===== config.mk =====
export PLATFORM = sky130hd
export DESIGN_NAME = outer_bank_cfg
export DESIGN_NICKNAME = d
export VERILOG_FILES = /design/src/rtl/obc_pkg.sv /design/src/rtl/obc_decode.sv /design/src/rtl/obc_index.sv /design/src/rtl/obc_regs.sv /design/src/rtl/outer_bank_cfg.sv
export SDC_FILE = /design/constraint.sdc
export NUM_CORES = 1
export LEC_CHECK = 0
export ABC_AREA = 1
export CAP_MARGIN = 0
export CORE_MARGIN = 1.5
export CORE_UTILIZATION = 65
export DETAILED_ROUTE_END_ITERATION = 12
export DONT_BUFFER_PORTS = 1
export GPL_ROUTABILITY_DRIVEN = 0
export PLACE_DENSITY = 0.79
export SYNTH_ARGS = -nofsm -noshare
export SYNTH_HDL_FRONTEND = slang
export SYNTH_HIERARCHICAL = 1
export SYNTH_SLANG_ARGS = --single-unit

===== constraint.sdc =====
create_clock -name clk -period 3.2 [get_ports clk]
set_input_delay 0.96 -clock clk [delete_from_list [all_inputs] [get_ports clk]]
set_output_delay 0.96 -clock clk [all_outputs]
set_load 0.1 [all_outputs]

===== src/rtl/obc_pkg.sv =====
package obc_pkg;
  localparam int IDX_W      = 2;
  localparam int NUM_REGS   = 1 << IDX_W;
  localparam int PMASK_W    = 6;
  localparam int OPRG_W     = 9;
  localparam int CMASK_W    = 8;
  localparam int OCHR_W     = 13;
  localparam int DATA_W     = 8;

  // Pattern mask: all-ones shifted right by the inverted low nibble
  function automatic logic [CMASK_W-1:0] f_chr_mask(input logic [3:0] nib);
    logic [3:0] sh;
    sh = ~nib;
    return {CMASK_W{1'b1}} >> sh;
  endfunction

  // Program mask: stored as the inverse of the written field
  function automatic logic [PMASK_W-1:0] f_prg_mask(input logic [PMASK_W-1:0] fld);
    return ~fld;
  endfunction
endpackage


===== src/rtl/obc_decode.sv =====
module obc_decode #(
  parameter int          ADDR_W      = 16,
  parameter logic [15:0] REGION_MASK = 16'hF000,
  parameter logic [15:0] REGION_BASE = 16'h5000
) (
  input  logic              clk,
  input  logic              rst_n,
  input  logic              wr_en,
  input  logic [ADDR_W-1:0] wr_addr,
  input  logic              locked,
  output logic              in_region,
  output logic              accept
);
  assign in_region = (wr_addr & REGION_MASK[ADDR_W-1:0]) == REGION_BASE[ADDR_W-1:0];
  assign accept    = rst_n && wr_en && in_region && !locked;

  assert_accept_gated_R6: assert property (@(posedge clk) disable iff (!rst_n)
    locked |-> !accept);
  assert_region_only_R8: assert property (@(posedge clk) disable iff (!rst_n)
    accept |-> (wr_addr[ADDR_W-1:ADDR_W-4] == 4'h5));
endmodule


===== src/rtl/obc_index.sv =====
module obc_index
  import obc_pkg::*;
(
  input  logic                clk,
  input  logic                rst_n,
  input  logic                accept,
  output logic [IDX_W-1:0]    idx,
  output logic [NUM_REGS-1:0] sel
);
  always_ff @(posedge clk) begin
    if (!rst_n)      idx <= '0;
    else if (accept) idx <= idx + 1'b1;
  end

  for (genvar g = 0; g < NUM_REGS; g++) begin : g_sel
    assign sel[g] = accept && (idx == IDX_W'(g));
  end

  assert_idx_step_R1: assert property (@(posedge clk) disable iff (!rst_n)
    accept |=> idx == IDX_W'($past(idx) + 1));
  assert_idx_hold_R6: assert property (@(posedge clk) disable iff (!rst_n)
    !accept |=> $stable(idx));
  assert_sel_onehot_R1: assert property (@(posedge clk) disable iff (!rst_n)
    $onehot0(sel));
endmodule


===== src/rtl/obc_regs.sv =====
module obc_regs
  import obc_pkg::*;
(
  input  logic                clk,
  input  logic                rst_n,
  input  logic [NUM_REGS-1:0] sel,
  input  logic [DATA_W-1:0]   data,
  output logic [PMASK_W-1:0]  prg_mask,
  output logic [OPRG_W-1:0]   outer_prg,
  output logic [CMASK_W-1:0]  chr_mask,
  output logic [OCHR_W-1:0]   outer_chr,
  output logic                alt_mode,
  output logic                locked
);
  always_ff @(posedge clk) begin
    if (!rst_n) begin
      prg_mask  <= {PMASK_W{1'b1}};
      outer_prg <= '0;
      chr_mask  <= {CMASK_W{1'b1}};
      outer_chr <= '0;
      alt_mode  <= 1'b0;
      locked    <= 1'b0;
    end else begin
      if (sel[0]) outer_chr[7:0] <= data;
      if (sel[1]) outer_prg[7:0] <= data;
      if (sel[2]) begin
        chr_mask        <= f_chr_mask(data[3:0]);
        outer_chr[11:8] <= data[7:4];
        alt_mode        <= data[7];
      end
      if (sel[3]) begin
        prg_mask      <= f_prg_mask(data[PMASK_W-1:0]);
        outer_prg[8]  <= data[6];
        outer_chr[12] <= data[6];
        locked        <= data[7];
      end
    end
  end

  assert_chr_low_R2: assert property (@(posedge clk) disable iff (!rst_n)
    sel[0] |=> outer_chr[7:0] == $past(data));
  assert_prg_low_R3: assert property (@(posedge clk) disable iff (!rst_n)
    sel[1] |=> outer_prg[7:0] == $past(data));
  assert_cmask_shape_R4: assert property (@(posedge clk) disable iff (!rst_n)
    (chr_mask & (chr_mask + 1'b1)) == '0);
  assert_mode_R4: assert property (@(posedge clk) disable iff (!rst_n)
    sel[2] |=> alt_mode == $past(data[7]));
  assert_lock_set_R5: assert property (@(posedge clk) disable iff (!rst_n)
    sel[3] |=> locked == $past(data[7]));
  assert_lock_sticky_R6: assert property (@(posedge clk) disable iff (!rst_n)
    locked |=> locked);
endmodule


===== src/rtl/outer_bank_cfg.sv =====
module outer_bank_cfg
  import obc_pkg::*;
#(
  parameter int          ADDR_W      = 16,
  parameter logic [15:0] REGION_MASK = 16'hF000,
  parameter logic [15:0] REGION_BASE = 16'h5000
) (
  input  logic                clk,
  input  logic                rst_n,
  input  logic                wr_en,
  input  logic [ADDR_W-1:0]   wr_addr,
  input  logic [DATA_W-1:0]   wr_data,
  output logic [PMASK_W-1:0]  prg_mask,
  output logic [OPRG_W-1:0]   outer_prg,
  output logic [CMASK_W-1:0]  chr_mask,
  output logic [OCHR_W-1:0]   outer_chr,
  output logic                alt_mode,
  output logic                locked
);
  logic                in_region;
  logic                accept;
  logic [IDX_W-1:0]    idx;
  logic [NUM_REGS-1:0] sel;

  obc_decode #(.ADDR_W(ADDR_W), .REGION_MASK(REGION_MASK), .REGION_BASE(REGION_BASE)) u_dec (
    .clk(clk), .rst_n(rst_n), .wr_en(wr_en), .wr_addr(wr_addr),
    .locked(locked), .in_region(in_region), .accept(accept)
  );

  obc_index u_idx (
    .clk(clk), .rst_n(rst_n), .accept(accept), .idx(idx), .sel(sel)
  );

  obc_regs u_regs (
    .clk(clk), .rst_n(rst_n), .sel(sel), .data(wr_data),
    .prg_mask(prg_mask), .outer_prg(outer_prg), .chr_mask(chr_mask),
    .outer_chr(outer_chr), .alt_mode(alt_mode), .locked(locked)
  );

  assert_ignored_stable_R8: assert property (@(posedge clk) disable iff (!rst_n)
    (wr_en && !in_region) |=> ($stable(prg_mask) && $stable(outer_prg) && $stable(chr_mask)
                               && $stable(outer_chr) && $stable(alt_mode) && $stable(locked)));
  assert_locked_stable_R6: assert property (@(posedge clk) disable iff (!rst_n)
    (locked && wr_en) |=> ($stable(prg_mask) && $stable(outer_prg) && $stable(chr_mask)
                           && $stable(outer_chr) && $stable(alt_mode)));
  assert_top_bits_pair_R5: assert property (@(posedge clk) disable iff (!rst_n)
    outer_prg[8] == outer_chr[12]);
endmodule


==> flow_summary.ini, run 1 <==
[power_and_ir_drop]
ir_worst_vdd_uv = 383.8
p_leak_nw = 0.6713
powerDensity_mw_per_mm2 = 542.5

[placed_design]
io_buffer_count = 0
hpwl_um = 2102

[floorplanning]
placementRows = 16
fp.dieH_um = 50.28
ios = 65
initial_core_util_pct = 71.14
coreArea_mm2 = 0.002042
dieArea_mm2 = 0.002528
chipWidth_um = 50.28

[sta]
fin_setup_tns_ps = 0
max_slew_margin_pct = 32.07
rsz0062_at_grt = no
fin_worst_skew_ps = 5.454
tightestPinTransition_ps = 1019
fin_crit_sh_pct = 72.33
whs_ps = 553.3
hold_viol_final = 0
fmax_ghz = 0.4320
period_minus_slack_ps = 2315
setup_viol = 0
drv_slew = 0

[global_routing]
antenna_found_initial = 0
grt.overflow.total = 0
grt_pass1_wl_um = 4836
grt_usage_pct = 25.86
grt_max_degree = 30
grt_pass1_vias = 1082

[clocking]
post_cts_resized = 0
post_cts_buffers = 0
clk_latency_ps = 330
clk_pin_slew_worst_paths_ps = 100
cts_buffers = 5
cts_tree = done
cts_buffer_depth = 2
htree_num_levels = 2
clock_sinks = 38
postCtsHoldBufs = 0
clockRootBuffer = clkbuf_4

[detailed_routing]
first_pass_iters = 4
drc = 0
dr.first_iter.drc_count = 31
final_antenna_net_count = 0
wirelength_um = 2924
vias_per_cell = 5.575
vias = 1154
wl_per_cell_um = 14.13

[critical_path]
r2r_slack_ps = 1140
cp-end-kind = output pin
r2r_end = u_regs/outer_chr[1]
reg2reg_depth = 7
startpoint = u_regs/outer_chr[12]
critPathArrivalTime_ps = 1350
timing.rr.start = u_regs/locked
crit_type = reg -> out
start_kind = flip-flop
worstPathRequired_ps = 2240
crit_fanout = 3

[min_path]
hp-class = reg -> reg
hp-start = u_idx/idx[0]
whs_path_depth = 2
whs_endpoint = u_idx/idx[0]

[synthesis]
syn-num-nets = 212
syn_inst = 181
syn_area_per_cell_um2 = 8.026
syn_area_mm2 = 0.001453
yosysWarningCount = 6

[layout]
nFillCells = 159
antennaDiodeCount = 0
drive_gt1_share_pct = 7.778
nets = 210
area_growth_pct = 2.928

[job]
drv_cap = 0

[run_status]
status = complete, no violations
state kept, by name, indices dropped and copies added (netlist names):
signal,flops
u_regs/locked,1
u_regs/prg_mask,6
u_regs/chr_mask,8
u_regs/outer_chr,13
u_idx/idx,2
u_regs/outer_prg,8
placed cells by master (no fill, tap or decap):
cell       count
o21ai_1       13
nor2_2         2
bufinv_16      1
dfxtp_1       36
ha_1           4
nand2_1       17
inv_2          2
a21oi_1       23
nor2_1        27
clkbuf_4       5
nand2_2        2
nand4_1        1
inv_1         21
clkbuf_1       2
o21ai_0       18
nand3_1        4
dfxtp_2        2
routing by layer:
metal | part of all wire (%) | global-route usage [%] | vias up | routed length, um
met1 | 42 | 29.23 | 526 | 1218
met4 | 0.75 | 9.722 | 0 | 22
met2 | 48 | 41.89 | 52 | 1392
met5 | 0 | 0 | - | 0
met3 | 10 | 12.50 | 4 | 291
li1 | - | - | 572 | -
layout make-up:
class	count	area [um2]	area share, %
flip-flops and latches	38	763.2	51.05
inverters	23	86.33	5.774
multi-input cells	111	536.8	35.90
clock buffers	7	45.04	3.013
well taps	27	33.78	2.259
clock inverters	1	30.03	2.008
worst max-delay path by stage:
stage	end	cells after the start
CTS	outer_chr[12]	0
global route	outer_prg[8]	0
finish	outer_chr[12]	0
global placement	u_regs/chr_mask[6]	8
detailed placement	u_regs/chr_mask[7]	8
floorplan	outer_chr[11]	1
worst register-to-register path, cell delays in order, from the launching register on:
cell     delay, ps
dfxtp_1        660
inv_1          150
nand3_1         90
nor2_2         300
nand2_1         80
inv_1          320
o21ai_0        190
a21oi_1        190
power by group:
part	switching, W	internal (W)	total [W]
Clock	0.000145	0.000166	0.000311
Combinational	0.00000960	0.00000463	0.0000142
Sequential	0.0000114	0.000474	0.000486
stage by stage:
step	cells	utilization, %	power [W]	cell area (um2)	worst slack (ps)
after floorplan	181	-	0.0005123	1453	866.4
after CTS	207	73.22	0.0008159	1495	870.9
final	207	73.22	0.0008111	1495	885.3
after detailed placement	199	69.55	0.0005105	1420	956.1
after global placement	199	69.55	0.0005094	1420	1035
after global routing	207	73.22	0.0008443	1495	828.3
(Power assumes the default switching activity.)
==> inputs of run 2 (changes only) <==
CORE_UTILIZATION = 60   (was 65)
PLACE_DENSITY = 0.74   (was 0.79)
clock period = 2.4 ns   (was 3.2 ns; I/O delays follow)
==> run 2 against run 1 <==
  * Non-clock buffer count increased by 37
  * Count of clock-buffer cells in the layout unchanged
  * Power increased by 35%
  * Critical path type unchanged
  * Critical endpoint is now alt_mode
==> flow_summary.ini, run 2 (same netlist as run 1, synthesis figures left out) <==
[clocking]
cts_buffer_depth = 2
postCtsHoldBufs = 0
clk_pin_slew_worst_paths_ps = 110
clk_latency_ps = 340
post_cts_buffers = 0
clockRootBuffer = clkbuf_4
cts_tree = done
post_cts_resized = 0
htree_num_levels = 2
cts_buffers = 5
clock_sinks = 38

[job]
drv_cap = 0

[floorplanning]
ios = 65
chipWidth_um = 52.21
fp.dieH_um = 52.21
dieArea_mm2 = 0.002725
placementRows = 17
coreArea_mm2 = 0.002255
initial_core_util_pct = 64.43

[critical_path]
timing.rr.start = u_regs/locked
r2r_end = u_regs/outer_chr[6]
startpoint = u_regs/outer_chr[11]
r2r_slack_ps = 740
critPathArrivalTime_ps = 1170
slowest_delay_ps = 470
cp-end-kind = output pin
crit_chain = buf_4
slowest_stage = buf_4
cp.depth = 1
crit_path_end = alt_mode
reg2reg_depth = 8
start_kind = flip-flop
worst-path-buf-inv = 1
worstPathRequired_ps = 1680
crit_fanout = 2
crit_type = reg -> out
cp_top_family = buffers and inverters

[sta]
setup_viol = 0
fin_crit_sh_pct = 78.64
hold_viol_final = 0
tightestPinTransition_ps = 545.2
max_slew_margin_pct = 63.95
rsz0062_at_grt = no
drv_slew = 0
fin_worst_skew_ps = 13.10
fmax_ghz = 0.5298
period_minus_slack_ps = 1887
fin_setup_tns_ps = 0

[layout]
drive_gt1_share_pct = 23.50
layout_common_cells = 37 x buf_4, 36 x dfxtp_1, 27 x nor2_1
reg_top3 = u_regs/outer_chr: 13 flops, u_regs/chr_mask: 8 flops, u_regs/outer_prg: 8 flops
nets = 247
final_common_cell = buf_4
regMostFlops = u_regs/outer_chr
design_area_mm2 = 0.001774
antennaDiodeCount = 0
largest_reg_flops = 13
nFillCells = 149
final_cells = 245
area_growth_pct = 22.14
utilization_pct = 78.69

[placed_design]
dp.cells = 237
io_buffer_count = 0
placed_cell_area_mm2 = 0.001699
hpwl_um = 2370

[global_routing]
grtUsageMet3_pct = 10.86
grt.overflow.total = 0
busiest_layer = met2
grt_use_met2_pct = 44.94
grt_pass1_wl_um = 5023
grt_max_degree = 30
grt_usage_pct = 26.07
antenna_found_initial = 0
grtUsageMet1_pct = 29.34
grt_pass1_vias = 1154

[detailed_routing]
wl_per_cell_um = 13.61
first_pass_iters = 4
wirelength_um = 3335
vias_per_cell = 5.306
drc = 0
dr.first_iter.drc_count = 34
final_antenna_net_count = 0
vias = 1300

[power_and_ir_drop]
switching_share_pct = 21.06
powerDensity_mw_per_mm2 = 615.4
power_frac_comb_pct = 3.3
p_leak_nw = 0.8548
p_int_w = 0.0008619
ir_worst_vdd_uv = 620.5
switchingPower_w = 0.0002299
p_clk_share_pct = 38.7
pwr-share-seq_pct = 58.0

[min_path]
hp-class = in -> reg

[run_status]
status = complete, no violations
## run 2: worst reg2reg max path, stage by stage, from the launching register on
cell     delay (ps)
dfxtp_1         320
inv_1            50
nand3_1          70
nor2_2          310
nand2_1         100
inv_1           360
inv_1           140
nor2_1          150
nor2_1           60
## run 2: final cells by class
type / instances / area, um2 / share of cell area, %
flip-flops and latches: 38 / 763.2 / 43.02
multi-input cells: 111 / 536.8 / 30.25
repair buffers: 37 / 277.8 / 15.66
inverters: 23 / 86.33 / 4.866
clock buffers: 7 / 45.04 / 2.539
well taps: 28 / 35.03 / 1.975
clock inverters: 1 / 30.03 / 1.693
## run 2: through the flow
stage               hold WS, ps  setup slack, ps  total power [W]
finish                    454.8            512.6         0.001092
global route              442.3            477.2         0.001123
CTS                       450.9            509.2         0.001094
detailed placement        446.4            350.3        0.0006835
global placement          440.8            479.9        0.0006818
floorplan                 504.3            306.4        0.0006831
## run 2: worst min-delay path by stage
stage,end,depth (start not counted),from,slack (ps)
3_5_place_dp,u_regs/chr_mask[4],2,u_regs/chr_mask[4],450
4_1_cts,u_regs/chr_mask[0],1,rst_n,450
2_1_floorplan,u_idx/idx[0],2,u_idx/idx[0],500
6_report,u_regs/prg_mask[3],1,wr_data[3],450
3_3_place_gp,u_regs/chr_mask[4],2,u_regs/chr_mask[4],440
5_1_grt,u_regs/prg_mask[1],1,wr_data[1],440
## run 2: routing by layer
metal  wire, um  vias up
li1           -      648
met1       1319      596
met2       1714       52
met3        272        4
met4         29        0
met5          0        -
## run 2: power groups by stage
stage	Combinational, W	Sequential, W	Clock, W
floorplan	0.0000216	0.000662	0
global placement	0.0000338	0.000648	0
detailed placement	0.0000355	0.000648	0
CTS	0.0000357	0.000634	0.000425
global route	0.0000383	0.000634	0.000450
finish	0.0000357	0.000634	0.000423
==> inputs of run 3 (changes only) <==
ABC_AREA = 0   (was 1)
CORE_UTILIZATION = 55   (was 60)
PLACE_DENSITY = 0.71   (was 0.74)
clock period = 1.7 ns   (was 2.4 ns; I/O delays follow)
==> run 3 against run 2 <==
  * Sequential share of layout area fell by 5.8 points
  * Register-to-register slack got worse by 430 ps
  * Area after synthesis rose by 11%
  * Critical endpoint is now prg_mask[2]
  * Clock skew fell by 1.3 ps
  * Highest routed layer unchanged
  * Routed wire length fell by 5.6%
  * Largest cell class unchanged
  * Largest power group unchanged
  * Clock power rose by 86%
  * Power rose by 57%
==> flow_summary.ini, run 3 <==
[critical_path]
startpoint = u_regs/prg_mask[2]
worstPathRequired_ps = 1190
reg2reg_depth = 4
slowest_stage = dfxtp_1
crit_chain = buf_4
cp.depth = 1
worst-path-buf-inv = 1
critPathArrivalTime_ps = 990
r2r_slack_ps = 310
cp-end-kind = output pin
crit_fanout = 2
timing.rr.start = u_regs/locked
start_kind = flip-flop
crit_path_end = prg_mask[2]
crit_type = reg -> out
slowest_delay_ps = 360
r2r_end = u_regs/chr_mask[5]
cp_top_family = flip-flops

[clocking]
clk_latency_ps = 340
cts_buffers = 5
clock_sinks = 38
clockRootBuffer = clkbuf_4
post_cts_resized = 0
post_cts_buffers = 0
postCtsHoldBufs = 0
clk_pin_slew_worst_paths_ps = 110
cts_tree = done
htree_num_levels = 2
cts_buffer_depth = 2

[detailed_routing]
vias = 1141
final_antenna_net_count = 0
wirelength_um = 3147
vias_per_cell = 5.234
wl_per_cell_um = 14.44
dr.first_iter.drc_count = 25
first_pass_iters = 4
drc = 0

[global_routing]
grt_pass1_vias = 1171
grt_use_met2_pct = 35.96
busiest_layer = met2
grt_usage_pct = 21.05
grtUsageMet3_pct = 5.896
grt.overflow.total = 0
grt_max_degree = 40
grt_pass1_wl_um = 5264
antenna_found_initial = 0
grtUsageMet1_pct = 24.75

[layout]
regMostFlops = u_regs/outer_chr
nets = 217
final_common_cell = buf_4
nFillCells = 195
largest_reg_flops = 13
ff_latch_area_um2 = 764.5
final_cells = 218
reg_top3 = u_regs/outer_chr: 13 flops, u_regs/chr_mask: 8 flops, u_regs/outer_prg: 8 flops
drive_gt1_share_pct = 34.76
multi_input_area_um2 = 760.7
antennaDiodeCount = 0
layout_common_cells = 36 x buf_4, 35 x dfxtp_1, 23 x mux2i_1, 23 x nor2b_1
area_growth_pct = 27.73

[placed_design]
dp.cells = 210
hpwl_um = 2189
io_buffer_count = 0
dp_slack_ps = -70.51

[floorplanning]
initial_core_util_pct = 58.26
coreArea_mm2 = 0.002758
fp.dieH_um = 57.05
dieArea_mm2 = 0.003254
ios = 65
placementRows = 19
chipWidth_um = 57.05

[synthesis]
yosysMostFrequentCell = dfxtp_1
ys_seq_area_share_pct = 47.35
yosysWarningCount = 6
synth_edf_count = 0
synth_area_leader_cell = dfxtp_1
synth.distinct_cells = 26
ys.flop_type = dfxtp_1
syn_inst = 149
syn-num-nets = 180
syn_area_per_cell_um2 = 10.78
yosys-top-cells-count = 38 x dfxtp_1, 23 x mux2i_1, 23 x nor2b_1
synth.area.top_cells = dfxtp_1 47%, mux2i_1 14%, nor2b_1 9.0%
ys_ff_latch = 38
yosys.area.top_type_share_pct = 47.35
synthArstFlopShare_pct = 0
syn_area_mm2 = 0.001607

[sta]
fin_worst_skew_ps = 11.80
fmax_ghz = 0.6686
max_slew_margin_pct = 79.31
whs_ps = 244.7
drv_slew = 0
hold_viol_final = 0
fin_crit_sh_pct = 87.97
tightestPinTransition_ps = 310.4
rsz0062_at_grt = no
fin_setup_tns_ps = 0
setup_viol = 0
worst_slack_ps = 204.4
period_minus_slack_ps = 1496

[power_and_ir_drop]
p_leak_nw = 0.8317
ir_worst_vdd_uv = 950.6
powerDensity_mw_per_mm2 = 834.5
p_total_w = 0.001712

[job]
drv_cap = 0

[min_path]
hp-class = in -> reg

[run_status]
status = complete, no violations
## run 3: changes by cell type in the layout (fill, tap and decap cells not counted), sizes merged, moves of 2 or more
cell / previous run / this run
o221ai: 0 / 2
a21oi: 23 / 0
and2: 0 / 11
buf: 37 / 40
nor2: 29 / 7
nand2: 19 / 1
nor2b: 0 / 23
o21ai: 31 / 6
nand2b: 0 / 4
inv: 23 / 7
mux2i: 0 / 23
o2111ai: 0 / 3
## run 3: logic make-up (layout without fill, tap and decap cells)
kind of cell | Yosys count | in the layout | share of synthesized area (%)
compound gates | 11 | 11 | 5.763
fa+ha+maj | 4 | 4 | 3.115
simple gates | 55 | 55 | 22.12
xor+xnor | 1 | 1 | 0.5453
buf+inv | 17 | 55 | 6.775
flops | 38 | 38 | 47.35
mux | 23 | 23 | 14.33
## run 3: metal layers
layer  vias up  wire length (um)
met3         8               190
met5         -                 0
met4         0                56
met2        33              1559
li1        571                 -
met1       529              1340
## run 3: where the power goes
group	total, W	switching (W)	internal (W)	leakage (nW)
clock network	0.000788	0.000290	0.000498	0.0585
registers	0.000892	0.000000771	0.000891	0.308
logic	0.0000318	0.0000161	0.0000157	0.465
## run 3: how the worst min path moves through the flow
stage                                   from  cells past startpoint                  to
after floorplan                 u_idx/idx[1]                      2        u_idx/idx[1]
after global placement    u_regs/chr_mask[0]                      2  u_regs/chr_mask[0]
after detailed placement  u_regs/chr_mask[0]                      2  u_regs/chr_mask[0]
after CTS                              rst_n                      1  u_regs/chr_mask[1]
after global routing                   rst_n                      1  u_regs/prg_mask[2]
final                                  rst_n                      1  u_regs/chr_mask[1]
## run 3: area by class of cell
type | count | share of cell area [%]
Multi-Input combinational cell | 94 | 37.07
Tap cell | 31 | 1.890
Clock inverter | 2 | 2.927
Timing Repair Buffer | 40 | 17.07
Sequential cell | 38 | 37.26
Clock buffer | 6 | 2.500
Inverter | 7 | 1.280
## run 3: metrics by stage
stage | instance area, um2 | utilization (%)
after detailed placement | 1941 | 70.37
final | 2052 | 74.41
after global placement | 1941 | 70.37
after floorplan | 1634 | -
after CTS | 2052 | 74.41
after global routing | 2052 | 74.41
